`src/rtl/jsd_pkg.sv`:
```
package jsd_pkg;

    // Greatest common divisor used by the elaboration checks.
    function automatic int unsigned jsd_gcd(int unsigned a_in, int unsigned b_in);
        int unsigned a;
        int unsigned b;
        int unsigned t;
        a = a_in;
        b = b_in;
        while (b != 0) begin
            t = a % b;
            a = b;
            b = t;
        end
        return a;
    endfunction

    // Width needed to count 0 .. n-1 (at least one bit).
    function automatic int unsigned jsd_cw(int unsigned n);
        return (n > 1) ? $clog2(n) : 1;
    endfunction

endpackage

```
`src/rtl/jsd_sampler.sv`:
```
module jsd_sampler #(
    parameter int unsigned GUARD_STAGES = 1
) (
    input  logic clk,
    input  logic rst,
    input  logic jit_i,
    output logic smp_o
);
    localparam int unsigned DEPTH = 1 + GUARD_STAGES;

    typedef struct packed {
        logic [DEPTH-1:0] pipe;
    } smp_st_t;

    smp_st_t st_d, st_q;

    always_comb begin
        st_d      = st_q;
        st_d.pipe = {st_q.pipe[DEPTH-2:0], jit_i};
    end

    always_ff @(posedge clk) begin
        if (rst) st_q <= '0;
        else     st_q <= st_d;
    end

    assign smp_o = st_q.pipe[DEPTH-1];


    guard_shift_chk: assert property (@(posedge clk) disable iff (rst)
        st_q.pipe[1] == $past(st_q.pipe[0]));

endmodule

```
`src/rtl/jsd_window_ctr.sv`:
```
module jsd_window_ctr #(
    parameter int unsigned KD = 7
) (
    input  logic                          clk,
    input  logic                          rst,
    output logic [jsd_pkg::jsd_cw(KD)-1:0] cnt_o,
    output logic                          wrap_o
);
    localparam int unsigned CW = jsd_pkg::jsd_cw(KD);
    localparam logic [CW-1:0] LAST = CW'(KD - 1);

    typedef struct packed {
        logic [CW-1:0] cnt;
    } ctr_st_t;

    ctr_st_t st_d, st_q;
    logic    at_end;

    always_comb begin
        st_d   = st_q;
        at_end = (st_q.cnt == LAST);
        if (at_end) st_d.cnt = '0;
        else        st_d.cnt = st_q.cnt + 1'b1;
    end

    always_ff @(posedge clk) begin
        if (rst) st_q <= '0;
        else     st_q <= st_d;
    end

    assign cnt_o  = st_q.cnt;
    assign wrap_o = at_end;


    cnt_range_chk: assert property (@(posedge clk) disable iff (rst)
        st_q.cnt <= LAST);

endmodule

```
`src/rtl/jsd_parity_acc.sv`:
```
module jsd_parity_acc (
    input  logic clk,
    input  logic rst,
    input  logic smp_i,
    input  logic wrap_i,
    output logic bit_o,
    output logic vld_o
);
    typedef struct packed {
        logic acc;
        logic rbit;
        logic vld;
    } acc_st_t;

    acc_st_t st_d, st_q;
    logic    folded;

    always_comb begin
        st_d   = st_q;
        folded = st_q.acc ^ smp_i;
        st_d.vld = wrap_i;
        if (wrap_i) begin
            st_d.rbit = folded;
            st_d.acc  = 1'b0;
        end else begin
            st_d.acc  = folded;
        end
    end

    always_ff @(posedge clk) begin
        if (rst) st_q <= '0;
        else     st_q <= st_d;
    end

    assign bit_o = st_q.rbit;
    assign vld_o = st_q.vld;


    acc_clear_chk: assert property (@(posedge clk) disable iff (rst)
        wrap_i |=> (st_q.acc == 1'b0));


    single_pulse_chk: assert property (@(posedge clk) disable iff (rst)
        vld_o |=> !vld_o);


    bit_hold_chk: assert property (@(posedge clk) disable iff (rst)
        !vld_o |-> $stable(bit_o));

endmodule

```
`src/rtl/jitter_decimator.sv`:
```
module jitter_decimator #(
    parameter int unsigned KM           = 5,
    parameter int unsigned KD           = 7,
    parameter int unsigned GUARD_STAGES = 1
) (
    input  logic clk_smp_i,
    input  logic rst_i,
    input  logic jit_clk_i,
    output logic rnd_bit_o,
    output logic rnd_vld_o
);
    localparam int unsigned CW    = jsd_pkg::jsd_cw(KD);
    localparam int unsigned RATIO = jsd_pkg::jsd_gcd(KM, KD);

    // configuration checks at elaboration
    if (RATIO != 1) begin : g_bad_ratio
        $error("jitter_decimator: KM and KD share a common factor");
    end
    if (KD < 2) begin : g_bad_kd
        $error("jitter_decimator: KD must be at least 2");
    end
    if (GUARD_STAGES < 1) begin : g_bad_guard
        $error("jitter_decimator: at least one guard stage is required");
    end

    logic          smp;
    logic          wrap;
    logic [CW-1:0] cnt;

    jsd_sampler #(.GUARD_STAGES(GUARD_STAGES)) u_smp (
        .clk   (clk_smp_i),
        .rst   (rst_i),
        .jit_i (jit_clk_i),
        .smp_o (smp)
    );

    jsd_window_ctr #(.KD(KD)) u_ctr (
        .clk    (clk_smp_i),
        .rst    (rst_i),
        .cnt_o  (cnt),
        .wrap_o (wrap)
    );

    jsd_parity_acc u_acc (
        .clk    (clk_smp_i),
        .rst    (rst_i),
        .smp_i  (smp),
        .wrap_i (wrap),
        .bit_o  (rnd_bit_o),
        .vld_o  (rnd_vld_o)
    );


    win_align_chk: assert property (@(posedge clk_smp_i) disable iff (rst_i)
        rnd_vld_o |-> (cnt == '0));

endmodule

```
`config.mk`:
```
export PLATFORM = sky130hd
export DESIGN_NAME = jitter_decimator
export DESIGN_NICKNAME = d
export VERILOG_FILES = /design/src/rtl/jsd_pkg.sv /design/src/rtl/jsd_sampler.sv /design/src/rtl/jsd_window_ctr.sv /design/src/rtl/jsd_parity_acc.sv /design/src/rtl/jitter_decimator.sv
export SDC_FILE = /design/constraint.sdc
export NUM_CORES = 1
export LEC_CHECK = 0
export BUFFER_PORTS_ARGS = -buffer_cell sky130_fd_sc_hd__buf_4
export CELL_PAD_IN_SITES_DETAIL_PLACEMENT = 1
export CELL_PAD_IN_SITES_GLOBAL_PLACEMENT = 1
export CORE_AREA = 2 2 39 41
export DETAILED_ROUTE_END_ITERATION = 6
export DIE_AREA = 0 0 41 43
export PLACE_DENSITY = 0.55
export SLEW_MARGIN = 15
export SYNTH_ARGS = -nofsm -noshare
export SYNTH_HDL_FRONTEND = slang
export SYNTH_SLANG_ARGS = --single-unit
```
`constraint.sdc`:
```
create_clock -name clk_smp_i -period 1.3 [get_ports clk_smp_i]
set_input_delay 0.195 -clock clk_smp_i [delete_from_list [all_inputs] [get_ports clk_smp_i]]
set_output_delay 0.195 -clock clk_smp_i [all_outputs]
set_load 0.02 [all_outputs]
```
Yosys cells after proc, flatten, opt, wreduce, memory -nomap -nowiden
Cells that the tools add are included.
- $add $sub $neg: 1
- equality and inequality tests: 1
- bitwise logic cells: 1
- reductions and logical operators: 1
- operators by type and width (kind ; count):
    3-bit by 1-bit adder with 3-bit output (second input constant) ; 1
    3-bit == test (second input constant) ; 1
    2-bit OR reduction ; 1
    1-bit bitwise XOR ; 1
- bits of input ports: 3
- output and inout port bits: 2
- flip-flop bits (word level): 8
- word-level logic and storage cells: 9

Longest topological paths before layout
Gate-level depths: netlist of the first run.
- depth in word-level cells: 2
- depth in mapped cells: 4
- depth with buffers taken out: 4

By module
Synthesis of the first run repeated with hierarchy kept, for this count alone.
- cells, all modules: 25
- area total of the unflattened synthesis: 279.0 um^2
- modules (own cells, without submodules) (module ; seq. area each (um^2) ; cells each ; times used ; area an instance (um^2)):
    jsd_window_ctr ; 60.1 ; 13 ; 1 ; 130.1
    jsd_parity_acc ; 60.1 ; 8 ; 1 ; 96.3
    jsd_sampler ; 40.0 ; 4 ; 1 ; 52.6

Least setup slack after synthesis of the first run
OpenSTA, ideal clock, no wires.
- kind: flip-flop to flip-flop
- from: reg u_ctr.st_q (netlist bit u_ctr.cnt_o[0])
- to: reg u_ctr.st_q (netlist bit u_ctr.cnt_o[2])
- setup time: 0.066 ns
- clock period less this slack: 1.149 ns
- arrival time: 1.083 ns
- path buffers: 0
- stages on the path, launching flop included: 5
- required time: 1.234 ns
- path slack: 0.151 ns
- cells stage by stage: dfxtp_1 inv_1 ha_1 or3b_1 a21oi_2
- longest elaborated chain between the ends: 2
- elaborated cells on any way between the ends: 3
- classes of those cells: 1 x add/sub; 1 x eq/ne; 1 x reduce/logical
- RTL lines (what ; RTL line ; RTL):
    start, declared ; jsd_window_ctr.sv:16 ; ctr_st_t st_d, st_q;
    start signal, assigned ; jsd_window_ctr.sv:28 ; else st_q <= st_d;
    parallel branches: the longest is 2 deep, another holds 3-bit by 1-bit adder with 3-bit output ; -- ;
Several ways; the timed one is not identified.
A chain may end at the register's enable or synchronous reset.

Worst setup path in the final report of the first run
Ends and elaborated chain as after synthesis.

==> flow_results.org, run 1 <==
** CTS
- H-tree depth reported by CTS :: 1
- TritonCTS built the clock tree.
- The number of hold buffers added after CTS was 0.
- Clock root buffer :: sky130_fd_sc_hd__clkbuf_4
- After clock tree synthesis, the clock-pin slew on the worst setup and hold paths is 60 ps.
- The clock reaches the later pin of the worst-skew pair after 250 ps.
- Clock net sink count :: 8
- The number of clock buffers added by TritonCTS is 3.
- Gates resized during post-CTS repair numbered 0.
- Postcts setup bufs :: 0
- Maximum root-to-sink buffer count :: 2

** Drt
- DR vias/cell :: 4.27
- For this run, the detailed router's first-pass iteration total came to 1.
- After the first detailed-routing iteration, the DRC count stood at 0.
- Dividing the detail-routed wire length by the instance count gives 9.63 microns.
- Routed wire length :: 472 microns
- DR vias :: 209
- Total DRC errors in the routed layout :: 0
- The count of nets left with antenna violations once routing finished came out at 0.

** Cells and area
- Fraction of layout cells with a size suffix above 1 :: 27.3%
- Antenna diode count :: 0
- Fin util :: 25.6%
- The net count of the finished layout is 40.
- Across the whole layout, storage elements account for 160 sq um.
- The area growth from synthesis to layout is 29.2%.
- Summing all multi-input logic gate instances after layout gives 110 sq um.
- Filler cell count in the final layout :: 160

** Floorplanning
- For this configuration, the core starts out at a cell density of 19.8%.
- In this run the horizontal extent of the chip is 41 microns.
- The core region is 0.00138 sq mm.
- In this run the count of I/O pins placed on the die edge is 5.
- Die Ht :: 43 microns
- Floorplan row count :: 14
- Die area :: 0.00176 sq mm

** STA
- Part of the cycle the worst path needs :: 89.9%
- The number of hold violations in the final report came to 0.
- Setup violations remaining at the end of the flow were counted as 0.
- Across the routed clock network, the largest skew measured is 1.92 ps.
- Highest clock rate :: 856 MHz
- At the pin with the least slew margin, the transition time is 207 ps.
- RSZ-0062 raised after global routing :: no
- Final Max Tran Viols :: 0
- Final min period :: 1170 ps
- Total negative slack :: 0 ps
- In this run the tightest slew margin relative to its limit is 86.1%.

** GRT
- Largest net degree at the start of global routing :: 7
- Via count of the first global-routing pass :: 223
- The first global-routing pass estimated 862 microns of wire.
- Initial antenna violation count :: 0
- Global routing consumed, over all layers together, 8.15% of the routing resources.
- The total overflow left after global routing is 0.

** Logic synthesis
- Sequential-to-total area share from yosys stat :: 58.4%
- Yosys attributes the largest share of cell area to sky130_fd_sc_hd__dfxtp_1 (58%), sky130_fd_sc_hd__ha_1 (9.1%), sky130_fd_sc_hd__nor2_1 (5.5%), sky130_fd_sc_hd__nor2b_1 (4.6%), sky130_fd_sc_hd__a21oi_2 (3.2%).
- The number of nets in the synthesized netlist is 30.
- The netlist uses 13 different library cells.
- Counting flops and latches in the post-synthesis netlist gives 8.
- Synthesis produced a netlist whose cell count is 25.
- Yosys warning total :: 0
- Largest area contributor in the netlist :: sky130_fd_sc_hd__dfxtp_1
- In this run the mean area of a mapped cell was 11.0 sq um.
- Proportion of netlist area held by the largest area contributor :: 58.4%
- Post-synth design cell area :: 274 sq um

** Power
- Switching Fraction :: 22.9%
- Proportion of power drawn by the clock network :: 38.7%
- The share of total power dissipated in combinational logic is 8.0%.
- Leak Pwr :: 0.151 nW
- For this design the ratio of total power to cell area is 1420 mW/mm^2.
- Internal power comes to 387 uW.
- The analysis attributes to net switching a power of 115 uW.
- VDD IR-drop max :: 0.505 mV
- Sequential cells burn 53.3% of the power.
- Overall power consumption after layout is estimated at 501 uW.

** Setup path
- Data arrival time at the worst-slack endpoint :: 1360 ps
- The endpoint identified for the worst register-to-register timing path is u_ctr.cnt_o[2].
- Required arrival time at the worst endpoint :: 1490 ps
- Timing startpoint of the critical path :: u_ctr.cnt_o[0]
- Number of cells on the worst reg-to-reg path :: 4
- Largest fanout on the critical path :: 3
- On the worst path, the slowest cell contributes a delay of 390 ps.
- Across all register-to-register paths, the minimum setup slack is 130 ps.
- Critical path destination :: u_ctr.cnt_o[2]
- Worst setup EP type :: flip-flop
- Series of cell instances along the critical path :: inv_1 -> ha_1 -> or3b_1 -> a21oi_2
- Startpoint-to-endpoint class of the critical path :: flip-flop to flip-flop
- In this run the critical register-to-register path is launched from u_ctr.cnt_o[0].
- Critical-path cell with the highest stage delay :: sky130_fd_sc_hd__or3b_1
- Category of the worst setup path launch point :: flip-flop

** Placed design
- Routability-driven placement finished with a final weighted congestion of 0.710.
- Count of input and output buffers :: 4

** Run status
- The flow ran to the end, and the final reports show no timing, DRC or antenna violations.

** Hold path
- The tightest min-delay check is of the input port to flip-flop type.

** Run
- Max-cap violations in this run came to 0.
worst min-delay path by stage:
| stage | cells after the start | startpoint | to |
|---|---|---|---|
| after floorplan | 1 | rst_i | u_ctr.cnt_o[2] |
| after global placement | 2 | rst_i | u_ctr.cnt_o[2] |
| after detailed placement | 2 | rst_i | u_ctr.cnt_o[2] |
| after CTS | 2 | rst_i | u_ctr.cnt_o[2] |
| after global routing | 2 | rst_i | u_ctr.cnt_o[2] |
| final | 2 | rst_i | u_ctr.cnt_o[2] |
per-stage QoR:
| stage | std cells | worst slack (ps) | hold WS, ps | instance area, sq um |
|---|---|---|---|---|
| after detailed placement | 46 | 140 | 406 | 332 |
| after floorplan | 25 | 151 | 257 | 274 |
| after CTS | 49 | 117 | 137 | 354 |
| after global routing | 49 | 53.4 | 136 | 354 |
| after global placement | 46 | 176 | 401 | 332 |
| final | 49 | 131 | 140 | 354 |
cell usage after synthesis (all sizes together):
| library cell | instances |
|---|---|
| nand2b | 1 |
| nor2b | 2 |
| nor2 | 4 |
| a21oi | 2 |
| xnor2 | 1 |
| nand2 | 1 |
| or3b | 1 |
| dfxtp | 8 |
| a21o | 1 |
| inv | 1 |
| ha | 2 |
| a311oi | 1 |
cell families (layout without fill, tap and decap cells):
family                     after synthesis  after routing  share of synthesized area (%)
buffers and inverters                    1              9                           1.37
xor gates and xnor gates                 1              1                           3.20
AOI/OAI and AO/OA                        4              4                           11.0
and+or+nand+nor                          9              9                           16.9
DFF                                      8              8                           58.4
adders and majority gates                2              2                           9.13
layout by cell type (no fill, tap or decap):
cell                       Yosys  final
sky130_fd_sc_hd__nor2_1        4      4
sky130_fd_sc_hd__nand2_1       1      1
sky130_fd_sc_hd__dfxtp_1       8      8
sky130_fd_sc_hd__a21o_1        1      1
sky130_fd_sc_hd__or3b_1        1      1
sky130_fd_sc_hd__xnor2_1       1      1
sky130_fd_sc_hd__a21oi_1       1      1
sky130_fd_sc_hd__buf_4         0      5
sky130_fd_sc_hd__nand2b_1      1      1
sky130_fd_sc_hd__inv_1         1      1
sky130_fd_sc_hd__nor2b_1       2      2
sky130_fd_sc_hd__clkbuf_4      0      3
sky130_fd_sc_hd__a21oi_2       1      1
sky130_fd_sc_hd__a311oi_1      1      1
sky130_fd_sc_hd__ha_1          2      2
power groups by stage:
stage / sequential [mW] / combinational (mW) / clock, mW
floorplan: 0.271 / 0.0240 / 0
global placement: 0.271 / 0.0390 / 0
detailed placement: 0.273 / 0.0415 / 0
CTS: 0.268 / 0.0419 / 0.202
global route: 0.269 / 0.0490 / 0.217
finish: 0.267 / 0.0402 / 0.194
layout make-up:
cell class                 instances  area share [%]
multi-input combinational         16            31.1
inverter                           1            1.06
tap                               16            5.65
sequential                         8            45.2
clock buffer                       3            6.36
timing repair buffer               5            10.6
per-layer routing:
metal	GRT usage, %	vias up	share of wire [%]
met1	8.41	101	42
met3	4.71	4	6.8
met4	10.0	0	6.4
li1	-	99	-
met5	0	-	0
met2	9.69	5	44
state kept, by name, summed over array words and instances, names as in the netlist:
register,flops
u_acc.st_q,1
u_smp.st_q,2
u_acc.vld_o,1
u_ctr.cnt_o,3
u_acc.bit_o,1
critical path: cells and delay by family (launching register included):
family / cells / cell delay (ps)
buffers and inverters: 1 / 50
AOI/OAI and AO/OA: 1 / 120
and+or+nand+nor: 1 / 390
DFF: 1 / 350
adders and majority gates: 1 / 200
Note: power is estimated with default switching activity, not from simulation.
==> inputs of run 2 (changes only) <==
--- a/config.mk
+++ b/config.mk
@@ -8,9 +8,10 @@
 export BUFFER_PORTS_ARGS = -buffer_cell sky130_fd_sc_hd__buf_4
 export CELL_PAD_IN_SITES_DETAIL_PLACEMENT = 1
 export CELL_PAD_IN_SITES_GLOBAL_PLACEMENT = 1
-export CORE_AREA = 2 2 39 41
+export CORE_AREA = 4 4 41 43
+export CTS_BUF_LIST = sky130_fd_sc_hd__clkbuf_16
 export DETAILED_ROUTE_END_ITERATION = 6
-export DIE_AREA = 0 0 41 43
+export DIE_AREA = 0 0 45 47
 export PLACE_DENSITY = 0.55
 export SLEW_MARGIN = 15
 export SYNTH_ARGS = -nofsm -noshare
==> constraint.sdc (replaced) <==
create_clock -name clk_smp_i -period 1.3 [get_ports clk_smp_i]
set_input_delay 0.195 -clock clk_smp_i [delete_from_list [all_inputs] [get_ports clk_smp_i]]
set_output_delay 0.195 -clock clk_smp_i [all_outputs]
set_load 0.05 [all_outputs]
==> flow_results.org, run 2 (synthesis gave the netlist of run 1 again) <==
** Floorplanning
- Initial core utilization :: 21.1% (+1.3 points)
- Die area :: 0.00212 sq mm (+20%)
- The cell row count is 13 (-1).
- The number of top-level pins is 5 (unchanged).
- Die Ht :: 47 microns (+9.3%)
- The core region area was 0.00130 sq mm (-6.0%).
- The die span in x was 45 microns (+9.8%).

** STA
- Layout Skew :: 0.597 ps (-1.32 ps)
- The remaining max-slew budget at the tightest pin is 87.3% (+1.2 points).
- Total negative slack :: 0 ps (unchanged)
- Part of the cycle the worst path needs :: 92.9% (+3.0 points)
- The number of pins exceeding their max-slew limit in the final report is 0 (unchanged).
- RSZ-0062 raised after global routing :: no
- Final setup fails :: 0 (unchanged)
- The achievable frequency was 828 MHz (-3.2%).
- Hold Slack :: 166 ps (+25.6 ps)
- The slew at the pin closest to its max-slew limit was 189 ps (-18.4 ps).
- The number of hold violations in the final report came to 0 (unchanged).
- Final min period :: 1210 ps (+38.7 ps)

** Setup path
- By startpoint and endpoint, the worst setup path is classified as flip-flop to flip-flop.
- Required arrival time at the worst endpoint :: 1470 ps (-20 ps)
- The worst setup path is captured at a flip-flop.
- Data arrival time at the worst-slack endpoint :: 1370 ps (about the same)
- STA classifies the critical path startpoint as a flip-flop.
- The maximum fanout along the worst path was 5 (+2).

** GRT
- The largest net degree at the start of global routing is 7 (unchanged).
- The remaining global-route overflow came to 0 (unchanged).
- The combined global-route utilization of all metal layers is 6.18% (-2.0 points).
- Initial antenna violation count :: 0 (unchanged)
- The wire length of the first global-routing pass came to 779 microns (-9.6%).
- Via count of the first global-routing pass :: 189 (-15%)

** Drt
- DR vias/cell :: 3.94 (-7.7%)
- The count of TritonRoute iterations in the first routing pass came to 2 (+1).
- The sum of met3 wire segment lengths after detailed routing was 30 microns (-6.3%).
- Total DRC errors in the routed layout :: 0 (unchanged)
- The total vias in the final route came to 185 (-11%).
- Top sig layer :: met4
- The antenna violation net count after detailed routing came to 0 (unchanged).
- First-iteration detailed-routing DRC count :: 3 (+3)
- The sum of routed wire length over all layers was 449 microns (-4.9%).
- The routed wire length on met2 was 219 microns (+5.3%).
- The met1 wire length came to 193 microns (-3.5%).
- The average detailed-routed wire length per instance is 9.55 microns (-0.82%).

** CTS
- The number of gates given a new drive strength after cts was 0 (unchanged).
- Clock net sink count :: 8 (unchanged)
- Clock latency on the worst-skew pair :: 230 ps (-20 ps)
- The number of buffers inserted during clock tree synthesis came to 3 (unchanged).
- The number of buffers inserted to repair setup after CTS is 0 (unchanged).
- The number of H-tree levels came to 1 (unchanged).
- CTS tree :: done
- Clock root buffer :: sky130_fd_sc_hd__clkbuf_16
- Clk pin slew, worst setup/hold paths :: 40 ps (-20 ps)
- Number of buffers inserted for hold repair after clock tree synthesis :: 0 (unchanged)
- Maximum root-to-sink buffer count :: 2 (unchanged)

** Cells and area
- The filler-free cell count of the finished design was 47 (-4.1%).
- Signed area change from the synthesized netlist to the final layout :: 45.2%
- The share of layout cells above drive strength 1 is 25.0% (-2.3 points).
- The number of antenna repair diodes is 0 (unchanged).
- Commonest cells after routing, fill and taps aside :: sky130_fd_sc_hd__dfxtp_1 (8), sky130_fd_sc_hd__nor2_1 (4), sky130_fd_sc_hd__buf_4 (4), sky130_fd_sc_hd__clkbuf_16 (3)
- Fin util :: 30.6% (+5.0 points)
- Leaving out fill and tap cells, the most frequent cell in the layout is sky130_fd_sc_hd__dfxtp_1.
- The number of filler instances in the final layout is 158 (-1.3%).
- Count of nets after finishing :: 39 (-2.5%)
- Largest register FFs :: 3 (unchanged)

** Run status
- Run status :: complete, no violations

** Power
- VDD IR-drop max :: 0.785 mV (+55%)
- The leakage component of the power is 0.169 nW (+12%).
- The power per unit of standard cell area is 2060 mW/mm^2 (+45%).

** Placed design
- Detailed-placement wirelength estimate :: 321 microns
- The placed cell count was 44 (-4.3%).
- The number of buffers added on ports came to 4 (unchanged).
- Final GP Congestion :: 0.576 (-19%)

** Hold path
- Hold crit path type :: input port to flip-flop

** Run
- Max-capacitance violation count :: 0 (unchanged)
[run 2: cell count changes in the layout (fill, tap and decap cells not counted), sizes merged]
cell	change
buf	-1
[run 2: final timing paths]
kind                                     start  cells past startpoint  slack [ps]        endpoint
worst max-delay path            u_ctr.cnt_o[0]                      4          90  u_ctr.cnt_o[2]
worst min-delay path                     rst_i                      2         170  u_ctr.cnt_o[2]
worst max register to register  u_ctr.cnt_o[0]                      4          90  u_ctr.cnt_o[2]
worst min register to register   u_smp.st_q[0]                      1         430   u_smp.st_q[1]
[run 2: metrics by stage]
| stage | total power, mW | worst slack (ps) | area [sq um] |
|---|---|---|---|
| floorplan | 0.297 | 151 | 274 |
| global placement | 0.310 | 127 | 323 |
| detailed placement | 0.312 | 92.8 | 323 |
| CTS | 0.836 | 82.2 | 398 |
| global route | 0.862 | 35.4 | 398 |
| finish | 0.818 | 92.4 | 398 |
[run 2: critical path, stage by stage, from the launching register on]
cell,delay [ps]
sky130_fd_sc_hd__dfxtp_1,340
sky130_fd_sc_hd__inv_1,50
sky130_fd_sc_hd__ha_1,240
sky130_fd_sc_hd__or3b_1,400
sky130_fd_sc_hd__a21oi_2,110
[run 2: cell type report]
class                   count  area [sq um]  area share, %
multi-input cells          16           110           27.7
repair buffers              4          30.0           7.55
inverters                   1          3.75          0.943
well taps                  15          18.8           4.72
flip-flops and latches      8           160           40.3
clock buffers               3          75.1           18.9
[run 2: power breakdown]
group / leakage (nW) / internal [mW] / switching [mW]
clock: 0.0370 / 0.396 / 0.114
sequential: 0.0657 / 0.261 / 0.00792
combinational: 0.0666 / 0.0192 / 0.0196
[run 2: per-layer routing]
| metal | vias to the layer above | GRT usage [%] |
|---|---|---|
| li1 | 98 | - |
| met1 | 82 | 5.03 |
| met2 | 3 | 8.19 |
| met3 | 2 | 3.45 |
| met4 | 0 | 10.5 |
| met5 | - | 0 |
==> inputs of run 3 (changes only) <==
--- a/config.mk
+++ b/config.mk
@@ -5,6 +5,7 @@
 export SDC_FILE = /design/constraint.sdc
 export NUM_CORES = 1
 export LEC_CHECK = 0
+export ABC_AREA = 1
 export BUFFER_PORTS_ARGS = -buffer_cell sky130_fd_sc_hd__buf_4
 export CELL_PAD_IN_SITES_DETAIL_PLACEMENT = 1
 export CELL_PAD_IN_SITES_GLOBAL_PLACEMENT = 1
@@ -12,7 +13,7 @@
 export CTS_BUF_LIST = sky130_fd_sc_hd__clkbuf_16
 export DETAILED_ROUTE_END_ITERATION = 6
 export DIE_AREA = 0 0 45 47
-export PLACE_DENSITY = 0.55
+export PLACE_DENSITY = 0.58
 export SLEW_MARGIN = 15
 export SYNTH_ARGS = -nofsm -noshare
 export SYNTH_HDL_FRONTEND = slang
==> flow_results.org, run 3 <==
** Floorplanning
- The starting density of the core is 22.4% (+1.3 points).
- Area of the core :: 0.00130 sq mm (unchanged)
- The cell row count is 13 (unchanged).
- The total die area was 0.00212 sq mm (unchanged).
- The number of top-level pins was 5 (unchanged).
- Die Ht :: 47 microns (unchanged)
- The die span in x was 45 microns (unchanged).

** Setup path
- The data required time at the worst endpoint is 1470 ps (about the same).
- The data arrival time of the critical path came to 1180 ps (-190 ps).
- Largest fanout on the critical path :: 4 (-1)
- Startpoint-to-endpoint class of the critical path :: flip-flop to flip-flop
- Category of the worst setup path launch point :: flip-flop
- The setup slack of the worst register-to-register path was 290 ps (+200 ps).
- STA classifies the critical path endpoint as a flip-flop.

** GRT
- Largest net degree at the start of global routing :: 5 (-2)
- The combined global-route utilization of all metal layers came to 6.96% (+0.78 points).
- First-pass GRT wire length :: 945 microns (+21%)
- Via count of the first global-routing pass :: 231 (+22%)
- The remaining global-route overflow came to 0 (unchanged).
- The initial antenna violation count was 0 (unchanged).

** Cells and area
- Fin util :: 31.9% (+1.3 points)
- The share of layout cells above drive strength 1 came to 30.8% (+5.8 points).
- The top cell types in the final layout, fill and taps aside, are sky130_fd_sc_hd__dfxtp_1 (8), sky130_fd_sc_hd__inv_1 (5), sky130_fd_sc_hd__nor2_1 (5), sky130_fd_sc_hd__nand2_1 (5), sky130_fd_sc_hd__buf_4 (4).
- Antenna diode count :: 0 (unchanged)
- Post-Layout Inst Area :: 415 sq um (+4.4%)
- Signed area change from the synthesized netlist to the final layout :: 42.5%
- The number of flip-flops under the largest register name is 3 (unchanged).
- The number of filler instances in the final layout came to 163 (+3.2%).
- The layout net count was 46 (+18%).
- Leaving out fill and tap cells, the most frequent cell in the layout is sky130_fd_sc_hd__dfxtp_1.
- The filler-free cell count of the finished design was 54 (+15%).

** Placed design
- The post-DP HPWL came to 408 microns (+27%).
- The placed cell count came to 51 (+16%).
- Count of input and output buffers :: 4 (unchanged)
- Placement-stage worst setup slack :: 273 ps (+181 ps)
- The global placement routability congestion is 0.656 (+14%).
- Placed instance area :: 340 sq um (+5.4%)

** CTS
- The number of buffers inserted during clock tree synthesis was 3 (unchanged).
- The number of buffers inserted to repair setup after CTS was 0 (unchanged).
- The source-to-sink clock delay at the later pin of the worst-skew pair came to 230 ps (about the same).
- Quantity of gates resized following cts :: 0 (unchanged)
- CTS tree :: done
- Clk pin slew, worst setup/hold paths :: 40 ps (about the same)
- The tree is rooted in a sky130_fd_sc_hd__clkbuf_16.
- H-tree depth reported by CTS :: 1 (unchanged)
- Clock net sink count :: 8 (unchanged)
- The number of buffers inserted for hold repair after clock tree synthesis was 0 (unchanged).
- The buffer depth of the longest clock path came to 2 (unchanged).

** Hold path
- Hold crit path type :: input port to flip-flop

** Drt
- Routed wire length :: 526 microns (+17%)
- The number of remaining DRC errors was 0 (unchanged).
- The average detailed-routed wire length per instance is 9.74 microns (+2.0%).
- DR vias :: 210 (+14%)
- The DRC violation total after the first TritonRoute iteration is 1 (-2).
- The antenna violation net count after detailed routing came to 0 (unchanged).
- The count of TritonRoute iterations in the first routing pass is 2 (unchanged).
- DR vias/cell :: 3.89 (-1.2%)

** Logic synthesis
- The number of enable-type register cells in the synthesized netlist is 0 (unchanged).
- The count of warnings emitted by yosys is 0 (unchanged).
- Post-synth design cell area :: 292 sq um (+6.4%)
- The share of flip-flops with an asynchronous set or reset after synthesis was 0% (unchanged).
- The mean cell area of the mapped netlist came to 9.11 sq um (-17%).
- Sequential-to-total area share from yosys stat :: 54.9% (-3.5 points)
- The area fraction of the dominant cell type after synthesis is 54.9% (-3.5 points).
- Of all cell types, the one taking the most synthesized area is sky130_fd_sc_hd__dfxtp_1.
- In the synthesized netlist the dominant register cell turns out to be sky130_fd_sc_hd__dfxtp_1.
- The most common cell in the synthesized netlist is sky130_fd_sc_hd__dfxtp_1.
- The unique cell type count in the Yosys netlist was 11 (-2).
- Post-synthesis instance total :: 32 (+28%)
- Ranked by total cell area, the synthesized netlist is headed by sky130_fd_sc_hd__dfxtp_1 (55%), sky130_fd_sc_hd__ha_1 (8.6%), sky130_fd_sc_hd__inv_1 (6.4%), sky130_fd_sc_hd__nand2_1 (6.4%), sky130_fd_sc_hd__nor2_1 (6.4%).
- Cell types with the highest counts after synthesis :: sky130_fd_sc_hd__dfxtp_1 (8), sky130_fd_sc_hd__inv_1 (5), sky130_fd_sc_hd__nand2_1 (5), sky130_fd_sc_hd__nor2_1 (5)
- Number of nets in the synthesized netlist :: 37 (+23%)
- Register bit count reported by yosys :: 8 (unchanged)

** Run
- The max capacitance violation total came to 0 (unchanged).

** STA
- Final setup fails :: 0 (unchanged)
- Layout Skew :: 3.02 ps (+2.42 ps)
- The remaining max-slew budget at the tightest pin is 89.8% (+2.5 points).
- The number of pins exceeding their max-slew limit in the final report was 0 (unchanged).
- Final min period :: 1010 ps (-196 ps)
- The final total negative setup slack was 0 ps (unchanged).
- Hold Violations, Final :: 0 (unchanged)
- The slew at the pin closest to its max-slew limit was 151 ps (-37.3 ps).
- The final worst slack was 289 ps (+196 ps).
- Hold Slack :: 173 ps (+7.88 ps)
- Part of the cycle the worst path needs :: 77.8% (-15 points)
- RSZ-0062 raised after global routing :: no
- The achievable frequency was 989 MHz (+19%).

** Power
- The largest voltage drop on the vdd net is 0.519 mV (-34%).
- The leakage component of the power is 0.195 nW (+15%).
- Design Power :: 816 uW (-0.21%)
- The power per unit of standard cell area came to 1960 mW/mm^2 (-4.4%).

** Run status
- Run status :: complete, no violations
-- run 3: changes by cell type after synthesis, sizes merged --
cell    previous run  this run
nor2               4         6
nor2b              2         0
a21o               1         0
nand2b             1         0
or3b               1         0
nand2              1         7
inv                1         6
a21oi              2         1
a311oi             1         0
nand3              0         1
-- run 3: where the power goes --
group / switching, mW / internal [mW] / leakage [nW]
sequential: 0.00810 / 0.260 / 0.0656
clock: 0.115 / 0.396 / 0.0370
combinational: 0.0204 / 0.0167 / 0.0926
total: 0.143 / 0.673 / 0.195
-- run 3: cells by family (layout without fill, tap and decap cells) --
logic type                 Yosys count  count (layout)  synth area share [%]
and+or+nand+nor                     14              14                  22.7
DFF                                  8               8                  54.9
buffers and inverters                6              13                  7.72
adders and majority gates            2               2                  8.58
AOI/OAI and AO/OA                    1               1                  3.00
xor gates and xnor gates             1               1                  3.00
-- run 3: path summary, 6_finish.rpt --
check,start,to,depth (start not counted)
worst max-delay path,u_ctr.cnt_o[0],u_ctr.cnt_o[2],5
worst min-delay path,jit_clk_i,u_smp.st_q[0],3
worst min register to register,u_smp.st_q[0],u_smp.st_q[1],2
worst max register to register,u_ctr.cnt_o[0],u_ctr.cnt_o[2],5
-- run 3: area by class of cell --
type	count	area [sq um]	area share [%]
timing repair buffer	4	30.0	7.23
inverter	6	22.5	5.42
sequential	8	160	38.6
tap	15	18.8	4.52
multi-input combinational	18	109	26.2
clock buffer	3	75.1	18.1
-- run 3: routing by layer --
| metal | vias up | routed length, microns | track usage (%) |
|---|---|---|---|
| met2 | 7 | 266 | 11.0 |
| met3 | 2 | 37 | 3.45 |
| met4 | 0 | 15 | 7.02 |
| li1 | 107 | - | - |
| met5 | - | 0 | 0 |
| met1 | 94 | 206 | 6.38 |
-- run 3: critical path: stages, from the launching register on --
cell                      delay (ps)
sky130_fd_sc_hd__dfxtp_1         350
sky130_fd_sc_hd__inv_1            70
sky130_fd_sc_hd__ha_1            200
sky130_fd_sc_hd__nand2_2         120
sky130_fd_sc_hd__nand2_2         100
sky130_fd_sc_hd__nor2_1          110
